`config.mk`:
```
export PLATFORM = sky130hd
export DESIGN_NAME = xfer_bus_regfile
export DESIGN_NICKNAME = d
export VERILOG_FILES = /design/src/rtl/xfer_bus_pkg.sv /design/src/rtl/xfer_bus_mux.sv /design/src/rtl/xfer_reg_cell.sv /design/src/rtl/xfer_bus_regfile.sv
export SDC_FILE = /design/constraint.sdc
export NUM_CORES = 1
export LEC_CHECK = 0
export BUFFER_PORTS_ARGS = -buffer_cell sky130_fd_sc_hd__buf_4
export CORE_MARGIN = 3
export CORE_UTILIZATION = 47
export DETAILED_ROUTE_END_ITERATION = 8
export PLACE_DENSITY = 0.8
export SLEW_MARGIN = 40
export SYNTH_ARGS = -nofsm -noshare
export SYNTH_HDL_FRONTEND = slang
export SYNTH_HIERARCHICAL = 1
export SYNTH_SLANG_ARGS = --single-unit
```
`constraint.sdc`:
```
create_clock -name clk -period 1.7 [get_ports clk]
set_input_delay 0.34 -clock clk [delete_from_list [all_inputs] [get_ports clk]]
set_output_delay 0.34 -clock clk [all_outputs]
set_load 0.01 [all_outputs]
```
`src/rtl/xfer_bus_pkg.sv`:
```
package xfer_bus_pkg;
    localparam int NUM_WORDS = 3;
    localparam int SEL_W     = 2;
    localparam int NUM_SRC   = NUM_WORDS + 1;

    typedef enum logic [SEL_W-1:0] {
        SRC_W0  = 2'd0,
        SRC_W1  = 2'd1,
        SRC_W2  = 2'd2,
        SRC_EXT = 2'd3
    } src_sel_e;
endpackage

```
`src/rtl/xfer_bus_mux.sv`:
```
module xfer_bus_mux
    import xfer_bus_pkg::*;
#(
    parameter int WIDTH = 8
) (
    input  logic [NUM_SRC-1:0][WIDTH-1:0] src_i,
    input  logic [SEL_W-1:0]              sel_i,
    output logic [WIDTH-1:0]              bus_o
);
    always_comb begin
        bus_o = '0;
        for (int i = 0; i < NUM_SRC; i++) begin
            if (int'(sel_i) == i) begin
                bus_o = src_i[i];
            end
        end
    end
endmodule

```
`src/rtl/xfer_reg_cell.sv`:
```
module xfer_reg_cell #(
    parameter int WIDTH = 8
) (
    input  logic             clk,
    input  logic             rst_n,
    input  logic             load_i,
    input  logic [WIDTH-1:0] din_i,
    output logic [WIDTH-1:0] q_o
);
    typedef struct packed {
        logic [WIDTH-1:0] word;
    } cell_state_t;

    cell_state_t state_d, state_q;

    // feedback multiplexer: hold by recirculation, clock never gated
    always_comb begin
        state_d = state_q;
        if (load_i) begin
            state_d.word = din_i;
        end
    end

    always_ff @(posedge clk or negedge rst_n) begin
        if (!rst_n) begin
            state_q <= '0;
        end else begin
            state_q <= state_d;
        end
    end

    assign q_o = state_q.word;
endmodule

```
`src/rtl/xfer_bus_regfile.sv`:
```
module xfer_bus_regfile
    import xfer_bus_pkg::*;
#(
    parameter int WIDTH = 8
) (
    input  logic                 clk,
    input  logic                 rst_n,
    input  logic [SEL_W-1:0]     sel_i,
    input  logic [NUM_WORDS-1:0] load_i,
    input  logic [WIDTH-1:0]     ext_i,
    output logic [WIDTH-1:0]     reg0_o,
    output logic [WIDTH-1:0]     reg1_o,
    output logic [WIDTH-1:0]     reg2_o,
    output logic [WIDTH-1:0]     bus_o
);
    logic [NUM_WORDS-1:0][WIDTH-1:0] word_q;
    logic [NUM_SRC-1:0][WIDTH-1:0]   src;
    logic [WIDTH-1:0]                bus;

    always_comb begin
        for (int i = 0; i < NUM_WORDS; i++) begin
            src[i] = word_q[i];
        end
        src[NUM_SRC-1] = ext_i;
    end

    xfer_bus_mux #(.WIDTH(WIDTH)) u_mux (
        .src_i (src),
        .sel_i (sel_i),
        .bus_o (bus)
    );

    for (genvar g = 0; g < NUM_WORDS; g++) begin : g_word
        xfer_reg_cell #(.WIDTH(WIDTH)) u_cell (
            .clk    (clk),
            .rst_n  (rst_n),
            .load_i (load_i[g]),
            .din_i  (bus),
            .q_o    (word_q[g])
        );
    end

    assign reg0_o = word_q[0];
    assign reg1_o = word_q[1];
    assign reg2_o = word_q[2];
    assign bus_o  = bus;
endmodule

```
* Yosys cells after proc, flatten, opt, wreduce, memory -nomap -nowiden
Cells that the tools add are included.
** Operators by class
- Reductions and logical operators :: 1
- Eq/ne operators :: 3
- Multiplexer cells :: 4
** Operator list (number)
- 8-bit two-way mux :: 4
- 2-bit == test (second input constant) :: 2
- 2-bit by 1-bit == test with 1-bit output (second input constant) :: 1
- 2-bit logical NOT :: 1
** Storage, ports and cells
- Register bits :: 24
- Word-level logic and storage cells :: 11
- Output and inout port bits :: 32
- Input port bits :: 15

* Depth between registers and ports, before layout
- Depth after elaboration :: 5
- Gate-level depth with buffers :: 3
- Gate-level depth less buffers :: 2

* Hierarchy
The synthesis kept the hierarchy.
** By module, submodules not included
- xfer_reg_cell :: times used 3, area an instance 331.6 µm², sequential area each 200.2 µm², cells an instance 17
- xfer_bus_mux :: times used 1, area an instance 196.4 µm², sequential area each 0.0 µm², cells an instance 10

* Worst setup path after synthesis
No wires, ideal clock.
- Path kind :: input to register
- Start point :: input port sel_i[0]
- End point :: register g_word[0].u_cell.state_q, in the netlist g_word[0].u_cell/q_o[0]
- Data required time :: 1.575 ns
- Path buffers :: 1
- Library setup time :: 0.125 ns
- Stages :: 3
- Arrival :: 1.308 ns
- Setup slack :: 0.267 ns
- Cell sequence :: buf_6 mux4_2 mux2_4
** Between the ends
- Longest elaborated chain between the ends :: 5
- Elaborated cells between the ends (all ways) :: 8
- Classes of those cells :: eq/ne (3); mux (4); reduce/logical (1)
** Ends and longest elaborated chain
- start, declared :: RTL line xfer_bus_regfile.sv:8 : input logic [SEL_W-1:0] sel_i,
- 2-bit logical NOT :: RTL line xfer_bus_mux.sv:13 : if (int'(sel_i) == i) begin
- 8-bit two-way mux (3 in series) :: RTL line xfer_bus_mux.sv:13
- 8-bit two-way mux * :: RTL line xfer_bus_mux.sv:13
- via bus_o[0] :: RTL line xfer_bus_regfile.sv:14 : output logic [WIDTH-1:0] bus_o
- end signal, assigned :: RTL line xfer_reg_cell.sv:28 : state_q <= state_d;
- end, declared :: RTL line xfer_reg_cell.sv:14 : cell_state_t state_d, state_q;
Mark *: on every way through the listed nets, which the timed path passes. The rest lies on a longest branch.
A chain may end at the register's enable or synchronous reset.

* Final worst setup path
- Start point :: register g_word[1].u_cell.state_q, in the netlist g_word[1].u_cell/q_o[0]
- End point :: output port bus_o[0]
** Between the ends
- Longest elaborated chain between the ends :: 3
** Ends and longest elaborated chain (RTL line)
- start, declared :: xfer_reg_cell.sv:14
- start signal, assigned :: xfer_reg_cell.sv:28
- 8-bit two-way mux (3 in series) :: xfer_bus_mux.sv:13
- end, declared :: xfer_bus_regfile.sv:14
Every way passes these cells.

==> flow_metrics.env <==
export IMPL_hp_class="input pin to flip-flop"
export IMPL_grt_pass1_wl_mm=4.816
export IMPL_drt_initial_drc_count=22
export IMPL_power_density_nw_per_um2=1721
export IMPL_violations="setup timing"
export IMPL_cts_max_path_buffers=2
export IMPL_yosysSeqAreaShare=0.5042
export IMPL_initial_core_util=0.5185
export IMPL_synthesis_area_um2=1191
export IMPL_ant_nets=0
export IMPL_synth_warnings=6
export IMPL_whs_ps=417.5
export IMPL_clock_sinks=24
export IMPL_vias=901
export IMPL_crit_path_max_incr_delay_ps=500
export IMPL_core_region_area_um2=2297
export IMPL_gp_congestion=0.7066
export IMPL_finalSetupViolations=2
export IMPL_wl_mm=3.052
export IMPL_io_pins=47
export IMPL_peakVddDrop_mv=1.199
export IMPL_grt_setup_unrepaired="true"
export IMPL_slew_headroom=0.7979
export IMPL_start_kind="flip-flop"
export IMPL_drive_above_1_share=0.8299
export IMPL_cp_arrival_ps=1390
export IMPL_portBuffers=46
export IMPL_finalHoldViolations=0
export IMPL_final_period_utilization=1.019
export IMPL_fin_crit_ps=1732
export IMPL_drtPass1Iterations=6
export IMPL_fmax_ghz=0.5773
export IMPL_synthToLayoutAreaGrowth_pct=59.35
export IMPL_antenna_cells=0
export IMPL_yosysTopAreaCell="dfrtp_1"
export IMPL_htreeDepth=1
export IMPL_crit_buf_inv=1
export IMPL_final_nets=163
export IMPL_required_ps=1360
export IMPL_root_buffer="clkbuf_4"
export IMPL_worst_pin_slew_ps=303.1
export IMPL_p_leak_nw=0.9811
export IMPL_fin_ws_ps=-32.07
export IMPL_drv_slew=0
export IMPL_critical_path_class="flip-flop to primary output"
export IMPL_crit_path_cell_trace="mux4_2, buf_6"
export IMPL_dpl_cell_area_um2=1521
export IMPL_fp_dieH_um=56.34
export IMPL_synth_area_leaders="dfrtp_1, mux2_4, mux4_2, buf_6, clkbuf_2"
export IMPL_gr_usage_met3=0.04828
export IMPL_wl_per_cell_um=17.44
export IMPL_rows=17
export IMPL_cp_end_kind="primary output"
export IMPL_syn_nets=76
export IMPL_grtUsageTotal=0.1990
export IMPL_clock_latency_ps=310
export IMPL_syn_inst=61
export IMPL_final_cell_area_um2=1898
export IMPL_synth_distinct_cells=5
export IMPL_ys_seq_elements=24
export IMPL_critPathMaxFanout=3
export IMPL_cts_buffers=3
export IMPL_drv_cap=0
export IMPL_fin_skew_ps=7.828
export IMPL_grt_overflow=0
export IMPL_grt_use_met1=0.2712
export IMPL_worst_path_max_delay_cell="mux4_2"
export IMPL_status="finished, violations left"
export IMPL_yosysTopAreaCellShare=0.5042
export IMPL_drc=0
export IMPL_largest_register_ff_count=24
export IMPL_grt_busiest_layer="met2"
export IMPL_grt_pass1_vias=935
export IMPL_via_per_inst=5.149
export IMPL_path_clk_slew_ps=140
export IMPL_cts_tree="built"
export IMPL_grt_max_degree=25
export IMPL_synth_avg_cell_area_um2=19.53
export IMPL_grtUsageMet2=0.3139
export IMPL_die_area_um2=3174
export IMPL_post_dp_hpwl_mm=1.825
export IMPL_fp_dieW_um=56.34
export IMPL_crit_family="multiplexers"
export IMPL_antenna_found_initial=0
[path summary, 6_finish.rpt]
| kind | end | depth (start not counted) | start | slack (ps) |
|---|---|---|---|---|
| min in group asynchronous | g_word[2].u_cell/q_o[7] | 2 | rst_n | 440 |
| worst max register to register | g_word[0].u_cell/q_o[7] | 4 | g_word[2].u_cell/q_o[7] | 150 |
| worst min-delay path | g_word[2].u_cell/q_o[1] | 2 | load_i[2] | 420 |
| max in group asynchronous | g_word[2].u_cell/q_o[6] | 2 | rst_n | 1020 |
| worst max-delay path | bus_o[0] | 2 | g_word[1].u_cell/q_o[0] | -30 |
| worst min register to register | g_word[1].u_cell/q_o[3] | 1 | g_word[1].u_cell/q_o[3] | 570 |
[per-layer routing]
metal  vias up  wire length, µm
met3         6              198
met1       452             1329
li1        401                -
met2        42             1472
met5         -                0
met4         0               51
[Yosys cell counts]
cell type   n
buf_6       4
clkbuf_2    1
dfrtp_1    24
mux2_4     24
mux4_2      8
[cells in the final DEF (no fill, tap or decap), drive strengths merged]
cell,count
buf,86
mux2,24
mux4,8
dlygate4sd3,1
clkbuf,4
dfrtp,24
[stage by stage]
stage	worst slack [ps]	TNS [ps]	total power, mW	util	std cells
after floorplan	267.2	0	1.702	-	61
after global placement	76.20	0	2.288	0.6623	130
after detailed placement	61.32	0	2.328	0.6623	130
after CTS	-23.86	-25.81	3.038	0.7756	162
after global routing	-74.56	-297.3	3.445	0.8263	175
final	-32.07	-35.32	3.267	0.8263	175
[logic make-up (layout without fill, tap and decap cells)]
family,Yosys count,in the layout,share of synthesized area
muxes,32,32,0.4538
DFF,24,24,0.5042
buffers and inverters,5,91,0.04201
[worst register-to-register path, cell delays in order (launching register included)]
cell     delay, ps
dfrtp_1        410
mux4_2         500
buf_4          160
buf_4          130
mux2_4         260
[where the power goes]
part / switching [mW] / internal, mW
logic: 0.667 / 1.34
clock network: 0.170 / 0.131
registers: 0.151 / 0.812
total: 0.988 / 2.28
[what timing repair did]
action | CTS | global route
cloned | 0 | 0
hold buffers | 1 | 0
endpoints found under the hold margin | 24 | 0
endpoints found under the setup margin | 8 | 8
resized for setup | 3 | 5
buffers inserted | 27 | 13
[area by class of cell]
class	count	area (µm²)
timing repair buffer	87	685.7
tap	28	35.03
sequential	24	600.6
multi-input combinational	32	540.5
fill	133	399.1
clock buffer	4	36.28
(Power assumes the default switching activity.)
